## src/rtl/tickpwm_pkg.sv

```systemverilog
// Shared constants for the prescaled counter PWM generator.
// Assumes a one-bit location select on the byte bus.
package tickpwm_pkg;
    localparam logic SEL_SETTINGS = 1'b0;
    localparam logic SEL_DUTY     = 1'b1;
endpackage

```

## src/rtl/tickpwm_regs.sv

```systemverilog
// Settings and duty storage with a combinational read port.
// Assumes DATA_W > DUTY_W and DATA_W > PSC_W so that the fields do not overlap.
module tickpwm_regs
    import tickpwm_pkg::*;
#(
    parameter int DATA_W = 8,
    parameter int PSC_W  = 2,
    parameter int DUTY_W = 7
) (
    input  logic              clk,
    input  logic              rst_n,
    input  logic              wr_i,
    input  logic              sel_i,
    input  logic [DATA_W-1:0] wdata_i,
    output logic [DATA_W-1:0] rdata_o,
    output logic              run_o,
    output logic [PSC_W-1:0]  psc_o,
    output logic [DUTY_W-1:0] duty_o
);
    logic              run_q;
    logic [PSC_W-1:0]  psc_q;
    logic [DUTY_W-1:0] duty_q;

    // Capture writes into the selected location.
    always_ff @(posedge clk) begin
        if (!rst_n) begin
            run_q  <= 1'b0;
            psc_q  <= '0;
            duty_q <= '0;
        end else if (wr_i) begin
            if (sel_i == SEL_SETTINGS) begin
                run_q <= wdata_i[DATA_W-1];
                psc_q <= wdata_i[PSC_W-1:0];
            end else begin
                duty_q <= wdata_i[DUTY_W-1:0];
            end
        end
    end

    // Read mux: unused bits return zero.
    always_comb begin
        rdata_o = '0;
        if (sel_i == SEL_SETTINGS) begin
            rdata_o[DATA_W-1]  = run_q;
            rdata_o[PSC_W-1:0] = psc_q;
        end else begin
            rdata_o[DUTY_W-1:0] = duty_q;
        end
    end

    assign run_o  = run_q;
    assign psc_o  = psc_q;
    assign duty_o = duty_q;


    settings_wr_chk: assert property (@(posedge clk) disable iff (!rst_n)
        (wr_i && sel_i == SEL_SETTINGS) |=> (run_q == $past(wdata_i[DATA_W-1])));

    duty_wr_chk: assert property (@(posedge clk) disable iff (!rst_n)
        (wr_i && sel_i == SEL_DUTY) |=> (duty_q == $past(wdata_i[DUTY_W-1:0])));
endmodule

```

## src/rtl/tickpwm_count.sv

```systemverilog
// Tick-driven counter whose clearing bit is chosen by the prescale code.
// Assumes CNT_W-1 >= 2**PSC_W, so every code selects a bit above bit 0.
module tickpwm_count #(
    parameter int CNT_W = 8,
    parameter int PSC_W = 2
) (
    input  logic             clk,
    input  logic             rst_n,
    input  logic             run_i,
    input  logic             tick_i,
    input  logic [PSC_W-1:0] psc_i,
    output logic [CNT_W-1:0] cnt_o
);
    localparam int NUM_PSC = 2 ** PSC_W;

    logic [CNT_W-1:0] cnt_q;
    logic [CNT_W-1:0] nxt;
    logic             wrap;

    // Increment and pick the clearing bit for the current code.
    always_comb begin
        nxt  = cnt_q + 1'b1;
        wrap = 1'b0;
        for (int p = 0; p < NUM_PSC; p++) begin
            if (psc_i == PSC_W'(p)) wrap = nxt[CNT_W-1-p];
        end
    end

    // Count on ticks while running; hold zero while stopped.
    always_ff @(posedge clk) begin
        if (!rst_n)      cnt_q <= '0;
        else if (!run_i) cnt_q <= '0;
        else if (tick_i) cnt_q <= wrap ? '0 : nxt;
    end

    assign cnt_o = cnt_q;


    idle_zero_chk: assert property (@(posedge clk) disable iff (!rst_n)
        !run_i |=> (cnt_q == '0));

    no_tick_hold_chk: assert property (@(posedge clk) disable iff (!rst_n)
        (run_i && !tick_i) |=> $stable(cnt_q));

    tick_step_chk: assert property (@(posedge clk) disable iff (!rst_n)
        (run_i && tick_i) |=> (cnt_q == '0 || cnt_q == $past(cnt_q) + 1'b1));
endmodule

```

## src/rtl/tickpwm_cmp.sv

```systemverilog
// Masks the active count bits and compares them with the duty value.
// Assumes DUTY_W = CNT_W-1; the clock is used only by the checks.
module tickpwm_cmp #(
    parameter int CNT_W  = 8,
    parameter int PSC_W  = 2,
    parameter int DUTY_W = 7
) (
    input  logic              clk,
    input  logic              rst_n,
    input  logic              run_i,
    input  logic [PSC_W-1:0]  psc_i,
    input  logic [CNT_W-1:0]  cnt_i,
    input  logic [DUTY_W-1:0] duty_i,
    output logic              pwm_o
);
    localparam int NUM_PSC = 2 ** PSC_W;

    logic [DUTY_W-1:0] mask;
    logic [DUTY_W-1:0] active;

    // Active-bit mask for the selected code.
    always_comb begin
        mask = '0;
        for (int p = 0; p < NUM_PSC; p++) begin
            if (psc_i == PSC_W'(p)) mask = {DUTY_W{1'b1}} >> p;
        end
    end

    // High while the active count is below the duty value.
    always_comb begin
        active = cnt_i[DUTY_W-1:0] & mask;
        pwm_o  = run_i && (active < duty_i);
    end


    full_scale_chk: assert property (@(posedge clk) disable iff (!rst_n)
        (run_i && duty_i > mask && cnt_i[CNT_W-1] == 1'b0) |-> pwm_o);
endmodule

```

## src/rtl/tickpwm_top.sv

```systemverilog
// Single-channel PWM generator: register bank, prescaled counter, compare.
// Assumes tick is a one-clock pulse synchronous to clk.
module tickpwm_top #(
    parameter int CNT_W  = 8,
    parameter int PSC_W  = 2,
    parameter int DATA_W = 8
) (
    input  logic              clk,
    input  logic              rst_n,
    input  logic              tick,
    input  logic              bus_wr,
    input  logic              bus_addr,
    input  logic [DATA_W-1:0] bus_wdata,
    output logic [DATA_W-1:0] bus_rdata,
    output logic              pwm_out
);
    localparam int DUTY_W = CNT_W - 1;

    logic              run;
    logic [PSC_W-1:0]  psc;
    logic [DUTY_W-1:0] duty;
    logic [CNT_W-1:0]  cnt;

    tickpwm_regs #(.DATA_W(DATA_W), .PSC_W(PSC_W), .DUTY_W(DUTY_W)) u_regs (
        .clk(clk), .rst_n(rst_n), .wr_i(bus_wr), .sel_i(bus_addr),
        .wdata_i(bus_wdata), .rdata_o(bus_rdata),
        .run_o(run), .psc_o(psc), .duty_o(duty)
    );

    tickpwm_count #(.CNT_W(CNT_W), .PSC_W(PSC_W)) u_count (
        .clk(clk), .rst_n(rst_n), .run_i(run), .tick_i(tick),
        .psc_i(psc), .cnt_o(cnt)
    );

    tickpwm_cmp #(.CNT_W(CNT_W), .PSC_W(PSC_W), .DUTY_W(DUTY_W)) u_cmp (
        .clk(clk), .rst_n(rst_n), .run_i(run), .psc_i(psc),
        .cnt_i(cnt), .duty_i(duty), .pwm_o(pwm_out)
    );


    zero_duty_chk: assert property (@(posedge clk) disable iff (!rst_n)
        (duty == '0) |-> !pwm_out);

    stopped_low_chk: assert property (@(posedge clk) disable iff (!rst_n)
        !run |-> !pwm_out);
endmodule

```

## config.mk

```make
export PLATFORM = sky130hd
export DESIGN_NAME = tickpwm_top
export DESIGN_NICKNAME = d
export VERILOG_FILES = /design/src/rtl/tickpwm_pkg.sv /design/src/rtl/tickpwm_regs.sv /design/src/rtl/tickpwm_count.sv /design/src/rtl/tickpwm_cmp.sv /design/src/rtl/tickpwm_top.sv
export SDC_FILE = /design/constraint.sdc
export NUM_CORES = 1
export LEC_CHECK = 0
export BUFFER_PORTS_ARGS = -buffer_cell sky130_fd_sc_hd__buf_2
export CAP_MARGIN = 30
export CELL_PAD_IN_SITES_DETAIL_PLACEMENT = 1
export CELL_PAD_IN_SITES_GLOBAL_PLACEMENT = 2
export CORE_MARGIN = 2
export CORE_UTILIZATION = 34
export DETAILED_ROUTE_END_ITERATION = 6
export GPL_TIMING_DRIVEN = 0
export PLACE_DENSITY = 0.83
export SLEW_MARGIN = 20
export SYNTH_ARGS = -nofsm -noshare
export SYNTH_HDL_FRONTEND = slang
export SYNTH_HIERARCHICAL = 1
export SYNTH_SLANG_ARGS = --single-unit
```

## constraint.sdc

```tcl
create_clock -name clk -period 3.9 [get_ports clk]
set_input_delay 0.39 -clock clk [delete_from_list [all_inputs] [get_ports clk]]
set_output_delay 0.39 -clock clk [all_outputs]
set_load 0.02 [all_outputs]
```

# Yosys cells after proc, flatten, opt, wreduce, memory -nomap -nowiden
# Cells that the tools add are included.
# totals
in_bits	13
regBits	18
elab_cells	28
output_inout_bits	9
# classes
bitwise	2
mux	12
n_eq_ne	3
n_lt_le_gt_ge	1
n_reduce_logical	5
add_sub_neg	1
# op_table
cell	n
2-to-1 mux 7 bit	4
adder 8 x 1 -> 8 bit, second input constant	1
2-to-1 mux 8 bit	1
bitwise AND 7 bit	1
less-than comparator 7 bit	1
AND reduction 2 bit	3
2-to-1 mux 1 bit	5
2-to-1 mux 5 bit	1
== test 2 bit, second input constant	2
== test 2 x 1 -> 1 bit, second input constant	1
zero test 2 bit	1
2-to-1 mux 2 bit	1
logical AND 1 bit	1
NOT 1 bit	1

# Depth between registers and ports, before layout
# logic_depth
word_depth	8
mapped_depth	6
depth_no_buf	6

# By module
# The synthesis kept the hierarchy.
# by_module_without_submodules
module	cells_per_inst	n_inst	seq_area_each_um2	area_each_um2
tickpwm_count	57	1	160.2	526.8
tickpwm_regs	52	1	200.2	460.4
tickpwm_cmp	29	1	0.0	187.7

# Least setup slack after synthesis
# Ideal clock, no wire load.
# synth_path
path_type	reg-to-output
startpoint	register u_regs.psc_q[1], in the netlist u_regs/psc_o[1]
endpoint	output pwm_out
arrival_time_ns	1.451
n_path_buf	0
path_stages_with_launch	6
path_slack_ns	2.059
cell_sequence	dfxtp_1 a21boi_0 ha_1 a21oi_2 o2111ai_1 a21oi_1
# synth_via
elab_chain_len	8
word_cells_on_any_way	11
# synth_lines
item	line_no	text
start: declaration	tickpwm_regs.sv:21	logic [PSC_W-1:0] psc_q;
start signal: assignment	tickpwm_regs.sv:33	psc_q <= wdata_i[PSC_W-1:0];
zero test 2 bit	tickpwm_cmp.sv:25	if (psc_i == PSC_W'(p)) mask = {DUTY_W{1'b1}} >> p;
2-to-1 mux 7 bit (3 in a row)	tickpwm_cmp.sv:25	
2-to-1 mux 7 bit *	tickpwm_cmp.sv:25	
bitwise AND 7 bit *	tickpwm_cmp.sv:31	active = cnt_i[DUTY_W-1:0] & mask;
less-than comparator 7 bit *	tickpwm_cmp.sv:32	pwm_o = run_i && (active < duty_i);
logical AND 1 bit *	tickpwm_cmp.sv:32	
end: declaration	tickpwm_top.sv:15	output logic pwm_out
# Every way passes the cells marked *; elsewhere a longest branch is shown, timed or not.

# Final worst setup path
# Ends and elaborated chain as after synthesis.

==> summary.txt <==
Timing
  – Setup_tns: 0 ns
  – Final Max Tran Viols: 0
  – Tcrit/Tclk final: 58.9%
  – Worst slew pin tran: 0.456 ns
  – Max Clock Skew: 0.000787 ns
  – Tmin final: 2.30 ns
  – F_max: 0.435 GHz
  – Slew margin rel.: 69.3%
  – Setup violators final: 0
  – RSZ-0062 raised after global routing: no
  – Final hold vios: 0

Clocking
  – Root buf cell: clkbuf_4
  – CTS sink count: 18
  – CTS Hold Bufs: 0
  – Clk Latency, worst-skew pair: 0.29 ns
  – CTS tree: built
  – CTS resizes: 0
  – Post-CTS setup buffer count: 0
  – Clk slew on worst S/H paths: 0.10 ns
  – H-tree depth: 1
  – CTS Buf Count: 3
  – CTS max path bufs: 2

Placed design
  – Port Buffers: 21
  – Placed cells: 205
  – Final HPWL DP: 2.36 mm
  – GP Congestion: 0.804

Route
  – Met2 wire len: 1.51 mm
  – Wirelength per Cell: 14.3 um
  – DR iter-0 viols: 47
  – Detailed-route via count: 1,072
  – DRT antenna net count: 0
  – Highest Signal Layer: met4
  – Met1 wire length: 1.36 mm
  – Metal3 WL: 98 um
  – Drt total wl: 2.98 mm
  – DRT Pass-1 Iters: 3
  – DR DRC count: 0
  – Vias per cell: 5.15

Worst setup path
  – Setup crit start kind: register
  – Reg2Reg Setup Slack: 1.79 ns
  – WS Path Type: register to primary output
  – Max FO, Critical Path: 9
  – Worst EP required: 3.51 ns
  – Crit. End Element: primary output
  – WP data arrival: 1.91 ns

Floorplanning
  – Cell Rows: 21
  – Core area: 3340 sq um
  – DIE HEIGHT: 62.8 um
  – Full die area: 3940 sq um
  – Ports: 22
  – Die extent in x: 62.8 um
  – Initial Utilization: 35.2%

Yosys
  – Seq cells post-synth: 18
  – EDFF count, synth: 0
  – Cells after Synth: 138
  – Yosys cell types: 38
  – Seq/Total Area, Yosys: 30.7%
  – YS warnings: 6
  – Syn_nets: 158
  – Ys async rst share: 0%
  – Ys flop type: dfxtp_1
  – Mean Syn Cell Area: 8.51 sq um
  – Mapped cell area: 1170 sq um

Layout
  – Commonest non-fill, non-tap cell in the layout: buf_2
  – Most frequent cells in the layout: buf_2, nand2_1, dfxtp_1, inv_1, nand4_1
  – Register area: 360 sq um
  – Area of the multi-input gates: 736 sq um
  – Diodes inserted: 0
  – Layout Cells excl Fill: 208
  – Fillers: 436
  – Share of layout cells above drive strength 1: 24.7%
  – Synth-to-Final Area Change: 15.8%
  – Post-layout net count: 184

Min path
  – Hold Path Class: primary input to register

Power
  – Cell Pwr Density: 252 nW/um^2
  – Static leakage: 0.000536 uW
  – Max VDD drop: 0.113 mV
  – Power Total: 343 uW

Global route
  – First-pass GRT wire length: 5.37 mm
  – Largest net degree at the start of global routing: 11
  – Total gr overflow: 0
  – Vias in the first global route: 1,175
  – Initial antenna violation count: 0
  – Gr usage total: 16.8%

Flow run
  – MaxCap Viol Count: 0

Run status
  – Status: finished, final reports clean
[area by class of cell]
cell class,count,area share [%]
Multi-Input combinational cell,104,54.1
Sequential cell,18,26.5
Tap cell,46,4.23
Inverter,8,2.21
Clock buffer,3,1.66
Buffer,8,3.59
Timing Repair Buffer,21,7.73
[routing by layer]
metal	up-vias	GRT usage [%]
li1	542	-
met1	511	19.2
met2	17	32.1
met3	2	4.14
met4	0	1.67
met5	-	0
[registers in the layout, summed over array words and instances, names as in the netlist]
register / count
u_count/cnt_o: 8
u_regs/duty_o: 7
u_regs/psc_o: 2
u_regs/run_o: 1
[critical path: stages, from the launching register on]
cell and delay [ns]:
dfxtp_1 0.54, a21boi_0 0.18, ha_1 0.34, a21oi_2 0.14, o2111ai_1 0.11, a21oi_1 0.14
buf_2 0.18
[cell usage after synthesis (all sizes together), types with 3 or more instances]
| library cell | count | area, sq um |
|---|---|---|
| a21oi | 4 | 23.8 |
| xor2 | 5 | 43.8 |
| nand4 | 8 | 50.1 |
| inv | 8 | 30.0 |
| dfxtp | 18 | 360 |
| nor2b | 3 | 18.8 |
| and2 | 7 | 43.8 |
| ha | 7 | 87.6 |
| nand3 | 4 | 20.0 |
| nand2b | 3 | 18.8 |
| o21ai | 7 | 35.0 |
| nand2 | 21 | 78.8 |
| mux2i | 5 | 50.1 |
| nor3b | 3 | 22.5 |
| a211oi | 5 | 37.5 |
| buf | 6 | 41.3 |
| nor3 | 3 | 15.0 |
[final timing paths]
path         cells past startpoint        startpoint                to
min                              3      bus_wdata[3]  u_regs/duty_o[3]
max                              6   u_regs/psc_o[1]           pwm_out
min reg2reg                      2  u_regs/duty_o[5]  u_regs/duty_o[5]
max reg2reg                      6  u_count/cnt_o[0]  u_count/cnt_o[6]
[report_power, final]
part           switching [uW]  internal [uW]  leakage, uW  total, uW
Combinational            31.0           23.4     0.000376       54.4
Sequential               6.71            189     0.000146        196
Clock                    57.0           35.9    0.0000138       92.9
Total                    94.7            248     0.000536        343
[stage by stage]
| step | cell area, sq um | hold slack (ns) | util (%) | setup WS, ns |
|---|---|---|---|---|
| finish | 1360 | 0.331 | 40.8 | 1.60 |
| global placement | 1340 | 0.453 | 40.1 | 1.94 |
| global route | 1360 | 0.340 | 40.8 | 1.42 |
| CTS | 1360 | 0.328 | 40.8 | 1.58 |
| floorplan | 1170 | 0.437 | - | 2.06 |
| detailed placement | 1340 | 0.463 | 40.1 | 1.83 |
[cells by family after synthesis]
| family | after synthesis | synth area share [%] |
|---|---|---|
| mux | 7 | 6.18 |
| compound gates | 23 | 13.2 |
| fa+ha+maj | 7 | 7.45 |
| xor+xnor | 5 | 3.73 |
| flops | 18 | 30.7 |
| simple gates | 62 | 32.1 |
| buf+inv | 16 | 6.71 |
Power figures use the tool's default switching activity.
